==> src/rtl/sercfg_pkg.sv <==
package sercfg_pkg;

  typedef enum logic [1:0] {
    PH_MODE  = 2'b00,
    PH_SYNC1 = 2'b01,
    PH_SYNC2 = 2'b10,
    PH_CMD   = 2'b11
  } phase_t;

  localparam int CMD_TXEN = 0;
  localparam int CMD_DTR  = 1;
  localparam int CMD_ERR  = 4;
  localparam int CMD_RTS  = 5;
  localparam int CMD_IRST = 6;

  // mode word bits 1:0 equal to zero pick the synchronous format
  function automatic logic mode_is_sync(input logic [7:0] m);
    return (m[1:0] == 2'b00);
  endfunction

  // position that follows a control write in the given position
  function automatic phase_t phase_after(input phase_t p,
                                         input logic [7:0] mode_q,
                                         input logic [7:0] d);
    phase_t n;
    case (p)
      PH_MODE:  n = mode_is_sync(d) ? PH_SYNC1 : PH_CMD;
      PH_SYNC1: n = mode_q[7] ? PH_CMD : PH_SYNC2;
      default:  n = PH_CMD;
    endcase
    return n;
  endfunction

  function automatic logic [1:0] stop_code(input logic [7:0] m);
    return mode_is_sync(m) ? 2'b00 : m[7:6];
  endfunction

endpackage

==> src/rtl/sercfg_phase.sv <==
module sercfg_phase
  import sercfg_pkg::*;
#(
  parameter int DATA_W = 8
) (
  input  logic              clk,
  input  logic              rst,
  input  logic              ctl_wr,
  input  logic [DATA_W-1:0] wr_data,
  input  logic [DATA_W-1:0] mode_q,
  output phase_t            phase,
  output logic              ev_mode_ld,
  output logic              ev_sync1_ld,
  output logic              ev_sync2_ld,
  output logic              ev_cmd_ld,
  output logic              ev_irst
);

  logic cmd_wr;

  assign ev_mode_ld  = ctl_wr && (phase == PH_MODE);
  assign ev_sync1_ld = ctl_wr && (phase == PH_SYNC1);
  assign ev_sync2_ld = ctl_wr && (phase == PH_SYNC2);
  assign cmd_wr      = ctl_wr && (phase == PH_CMD);
  assign ev_irst     = cmd_wr && wr_data[CMD_IRST];
  assign ev_cmd_ld   = cmd_wr && !wr_data[CMD_IRST];

  always_ff @(posedge clk) begin
    if (rst || ev_irst) phase <= PH_MODE;
    else if (ctl_wr)    phase <= phase_after(phase, mode_q[7:0], wr_data[7:0]);
  end

endmodule

==> src/rtl/sercfg_regs.sv <==
module sercfg_regs
  import sercfg_pkg::*;
#(
  parameter int DATA_W = 8
) (
  input  logic              clk,
  input  logic              rst,
  input  logic [DATA_W-1:0] wr_data,
  input  logic              ev_mode_ld,
  input  logic              ev_sync1_ld,
  input  logic              ev_sync2_ld,
  input  logic              ev_cmd_ld,
  input  logic              ev_irst,
  output logic [DATA_W-1:0] mode_q,
  output logic [DATA_W-1:0] sync1_q,
  output logic [DATA_W-1:0] sync2_q,
  output logic [DATA_W-1:0] cmd_q,
  output logic              err_pulse,
  output logic              irst_pulse
);

  logic wipe;
  assign wipe = rst || ev_irst;

  always_ff @(posedge clk) begin
    if (wipe) begin
      mode_q  <= '0;
      sync1_q <= '0;
      sync2_q <= '0;
      cmd_q   <= '0;
    end else begin
      if (ev_mode_ld)  mode_q  <= wr_data;
      if (ev_sync1_ld) sync1_q <= wr_data;
      if (ev_sync2_ld) sync2_q <= wr_data;
      if (ev_cmd_ld)   cmd_q   <= wr_data;
    end
  end

  always_ff @(posedge clk) begin
    if (rst) begin
      err_pulse  <= 1'b0;
      irst_pulse <= 1'b0;
    end else begin
      err_pulse  <= (ev_cmd_ld || ev_irst) && wr_data[CMD_ERR];
      irst_pulse <= ev_irst;
    end
  end

endmodule

==> src/rtl/sercfg_status.sv <==
module sercfg_status
  import sercfg_pkg::*;
(
  input  logic       dsr_n,
  input  logic       tx_en,
  input  phase_t     phase,
  output logic [7:0] status
);

  always_comb begin
    status      = '0;
    status[7]   = !dsr_n;
    status[2]   = tx_en;
    status[1:0] = phase;
  end

endmodule

==> src/rtl/sercfg_seq.sv <==
module sercfg_seq
  import sercfg_pkg::*;
#(
  parameter int DATA_W = 8
) (
  input  logic              clk,
  input  logic              rst,
  input  logic              wr_en,
  input  logic              ctl_sel,
  input  logic [DATA_W-1:0] wr_data,
  input  logic              dsr_n,
  output logic              rts_n,
  output logic              dtr_n,
  output logic              tx_en,
  output logic              err_clr,
  output logic              int_rst,
  output logic              sync_mode,
  output logic [1:0]        clk_factor,
  output logic [1:0]        char_len,
  output logic              par_en,
  output logic              par_even,
  output logic              ext_sync,
  output logic              single_sync,
  output logic [1:0]        stop_sel,
  output logic [DATA_W-1:0] sync_char1,
  output logic [DATA_W-1:0] sync_char2,
  output logic [7:0]        status
);

  phase_t            phase;
  logic              ctl_wr;
  logic              ev_mode_ld, ev_sync1_ld, ev_sync2_ld, ev_cmd_ld, ev_irst;
  logic [DATA_W-1:0] mode_q, cmd_q;
  logic              configured;

  assign ctl_wr = wr_en && ctl_sel;

  sercfg_phase #(.DATA_W(DATA_W)) u_phase (
    .clk(clk), .rst(rst), .ctl_wr(ctl_wr), .wr_data(wr_data), .mode_q(mode_q),
    .phase(phase), .ev_mode_ld(ev_mode_ld), .ev_sync1_ld(ev_sync1_ld),
    .ev_sync2_ld(ev_sync2_ld), .ev_cmd_ld(ev_cmd_ld), .ev_irst(ev_irst)
  );

  sercfg_regs #(.DATA_W(DATA_W)) u_regs (
    .clk(clk), .rst(rst), .wr_data(wr_data),
    .ev_mode_ld(ev_mode_ld), .ev_sync1_ld(ev_sync1_ld), .ev_sync2_ld(ev_sync2_ld),
    .ev_cmd_ld(ev_cmd_ld), .ev_irst(ev_irst),
    .mode_q(mode_q), .sync1_q(sync_char1), .sync2_q(sync_char2), .cmd_q(cmd_q),
    .err_pulse(err_clr), .irst_pulse(int_rst)
  );

  assign configured  = (phase != PH_MODE);
  assign sync_mode   = configured && mode_is_sync(mode_q[7:0]);
  assign clk_factor  = mode_q[1:0];
  assign char_len    = mode_q[3:2];
  assign par_en      = mode_q[4];
  assign par_even    = mode_q[5];
  assign ext_sync    = sync_mode && mode_q[6];
  assign single_sync = sync_mode && mode_q[7];
  assign stop_sel    = stop_code(mode_q[7:0]);

  assign tx_en = cmd_q[CMD_TXEN];
  assign dtr_n = !cmd_q[CMD_DTR];
  assign rts_n = !cmd_q[CMD_RTS];

  sercfg_status u_status (
    .dsr_n(dsr_n), .tx_en(tx_en), .phase(phase), .status(status)
  );

endmodule

==> config.mk <==
export PLATFORM = sky130hd
export DESIGN_NAME = sercfg_seq
export DESIGN_NICKNAME = d
export VERILOG_FILES = /design/src/rtl/sercfg_pkg.sv /design/src/rtl/sercfg_phase.sv /design/src/rtl/sercfg_regs.sv /design/src/rtl/sercfg_status.sv /design/src/rtl/sercfg_seq.sv
export SDC_FILE = /design/constraint.sdc
export NUM_CORES = 1
export LEC_CHECK = 0
export BUFFER_PORTS_ARGS = -buffer_cell sky130_fd_sc_hd__buf_4
export CORE_MARGIN = 2
export CORE_UTILIZATION = 47
export CTS_CLUSTER_SIZE = 30
export DETAILED_ROUTE_END_ITERATION = 8
export PLACE_DENSITY_LB_ADDON = 0.3
export REMOVE_ABC_BUFFERS = 1
export SLEW_MARGIN = 20
export SYNTH_ARGS = -nofsm -noshare
export SYNTH_HDL_FRONTEND = slang
export SYNTH_SLANG_ARGS = --single-unit
==> constraint.sdc <==
create_clock -name clk -period 1.9 [get_ports clk]
set_clock_uncertainty 0.15 [all_clocks]
set_input_delay 0.19 -clock clk [delete_from_list [all_inputs] [get_ports clk]]
set_output_delay 0.19 -clock clk [all_outputs]
set_load 0.1 [all_outputs]
==> impl_metrics.py <==
metrics = {
    "logic_synthesis": {
        "yosys_warnings": 0,
        "yosysSeqAreaShare": 0.454,
        "ys_async_sr_fraction": 0,
        "synth_flop_cell": "dfxtp_1",
        "synth_cell_type_count": 25,
        "syn_area_sq_um": 1370,
        "syn-instance-count": 150,
        "synth_edf_count": 0,
        "synth.avg_cell_area_sq_um": 9.12,
        "ys_seq_elements": 31,
    },
    "final_layout": {
        "nets": 213,
        "drive_gt1_frac": 0.408,
        "regArea_sq_um": 623,
        "most-common-layout-cells": "buf_4 (48), nand2_1 (35), dfxtp_1 (29)",
        "layout_commonest_cell": "buf_4",
        "area_growth_pct": 32.8,
        "multi_input_area_sq_um": 601,
        "n_fill_cell": 230,
        "num_antenna_cells": 0,
        "fin_cells": 232,
    },
    "global_routing": {
        "antenna_found_initial": 0,
        "grt_pass1_vias": 1122,
        "gr-total-overflow": 0,
        "grt_max_degree": 16,
        "track_usage": 0.196,
        "grt_first_pass_wirelength_um": 4930,
    },
    "cts": {
        "cts_setup_buffers": 0,
        "clock_latency_ns": 0.33,
        "clkSlewWorstSetupHoldPaths_ns": 0.09,
        "cts_tree": "yes",
        "cts_made_buffers": 5,
        "root_buffer": "clkbuf_4",
        "numClockSinks": 31,
        "clockBufferDepth": 2,
        "cts_max_level": 2,
    },
    "routing": {
        "drc": 0,
        "wirelength_um": 3000,
        "detail_route.wl_per_cell_um": 12.9,
        "first_pass_iters": 4,
        "drt_iter0_drc": 21,
        "ant_nets": 0,
        "viasPerCell": 5.05,
        "vias": 1172,
    },
    "power_and_ir_drop": {
        "power.density_nw_per_um2": 806,
        "ir_worst_vdd_uv": 711,
        "power_leakage_nw": 0.749,
        "p_total_mw": 1.46,
    },
    "floorplanning": {
        "num_rows": 19,
        "initial_core_util": 0.496,
        "die_width_um": 57.9,
        "num_io_pins": 53,
        "dieHeight_um": 57.9,
        "dieArea_sq_um": 3360,
        "core_area_sq_um": 2760,
    },
    "sta": {
        "rsz0062_at_grt": "no",
        "setup-violations-final": 0,
        "drv_slew": 0,
        "finalHoldViolCount": 0,
        "hold_ws_ns": 0.0496,
        "finalSetupTns_ns": 0,
        "clock.fmax_ghz": 0.584,
        "period_minus_slack_ns": 1.71,
        "period_share": 0.901,
    },
    "placed_design": {
        "hpwlAfterDp_um": 2120,
        "port_buffers": 48,
        "dp_cells": 215,
        "routabilityCongestion": 0.821,
    },
    "critical_path": {
        "cp-start-kind": "flip-flop",
        "cp_cell_sequence": "nor2_1 -> nor3_2 -> and2_1 -> buf_6",
        "crit_slowest_cell": "dfxtp_2",
        "cp_max_fo": 11,
        "crit_type": "flip-flop to output pin",
        "r2r_setup_slack_ns": 0.43,
        "cp_data_required_time_ns": 1.56,
        "crit_arrival_ns": 1.37,
        "endpoint_kind": "output pin",
        "slowest_delay_ns": 0.42,
    },
    "outcome": {
        "outcome": "finished, final reports clean",
    },
    "flow_run": {
        "drv_cap": 0,
    },
    "hold_path": {
        "hold_class": "primary input to flip-flop",
    },
}
==> power breakdown <==
group	switching, mW	internal (mW)	total (mW)	leakage [nW]
Sequential	0.0169	0.667	0.684	0.252
Clock	0.221	0.218	0.438	0.0386
Combinational	0.255	0.0848	0.340	0.459
Total	0.493	0.970	1.46	0.749
==> critical path: cells and delay by family (launching register included) <==
kind,cells,cell delay [ns]
DFF,1,0.42
and+or+nand+nor,3,0.38
buffers and inverters,1,0.23
==> timing repair <==
| action | in CTS | in global routing |
|---|---|---|
| gates resized for setup | 2 | 3 |
| setup endpoints to repair | 2 | 2 |
| hold buffers | 9 | 0 |
| hold endpoints to repair | 27 | 0 |
==> Yosys cell counts, types with 3 or more instances <==
cell type,count,area (sq um)
nand3b_1,3,22.5
nor2_1,3,11.3
buf_2,3,15.0
a21oi_1,9,45.0
dfxtp_1,31,621
and2_1,4,25.0
buf_4,10,75.1
nand2_1,35,131
nor2_2,9,56.3
inv_1,3,11.3
mux2i_1,8,80.1
buf_6,5,56.3
a21oi_2,11,96.3
==> layout make-up <==
| type | instances | area share |
|---|---|---|
| clock buffer | 8 | 0.0379 |
| sequential | 31 | 0.343 |
| tap | 31 | 0.0214 |
| inverter | 3 | 0.00620 |
| multi-input combinational | 100 | 0.331 |
| timing repair buffer | 59 | 0.261 |
==> cells by family (layout without fill, tap and decap cells) <==
logic type	count (synthesis)	count (layout)	synth area share
other	1	4	0.00274
AOI/OAI and AO/OA	24	24	0.124
muxes	8	8	0.0586
DFF	31	31	0.454
buffers and inverters	22	70	0.119
and+or+nand+nor	64	64	0.242
==> stage by stage <==
stage | instance area [sq um] | setup slack, ns | util
2_1_floorplan | 1230 | -2.68 | -
3_3_place_gp | 1640 | 0.391 | 0.595
3_5_place_dp | 1640 | 0.354 | 0.595
4_1_cts | 1800 | 0.0644 | 0.654
5_1_grt | 1820 | 0.0876 | 0.658
6_report | 1820 | 0.188 | 0.658
==> sequential cells by signal (all words and copies together), names as in the netlist <==
| name | cells |
|---|---|
| u_regs.sync1_q | 8 |
| u_regs.irst_pulse | 1 |
| u_regs.cmd_q | 3 |
| u_regs.sync2_q | 8 |
| u_regs.mode_q | 8 |
| u_phase.phase | 2 |
| u_regs.err_pulse | 1 |
==> metal layers <==
layer | routed length, um | share of wire | vias up | track usage
met4 | 83 | 0.028 | 0 | 0.103
met1 | 1240 | 0.41 | 539 | 0.212
met2 | 1520 | 0.51 | 36 | 0.349
met3 | 145 | 0.048 | 13 | 0.0491
li1 | - | - | 584 | -
met5 | 0 | 0 | - | 0
==> path summary, 6_finish.rpt <==
| path | endpoint | startpoint | depth (start not counted) |
|---|---|---|---|
| worst min-delay path | u_phase.phase[1] | ctl_sel | 3 |
| worst max register to register | u_regs.mode_q[4] | u_phase.phase[1] | 3 |
| worst max-delay path | ext_sync | u_phase.phase[0] | 4 |
| worst min register to register | u_regs.cmd_q[1] | u_regs.cmd_q[1] | 2 |
No activity file was read; power rests on OpenSTA's default activity.
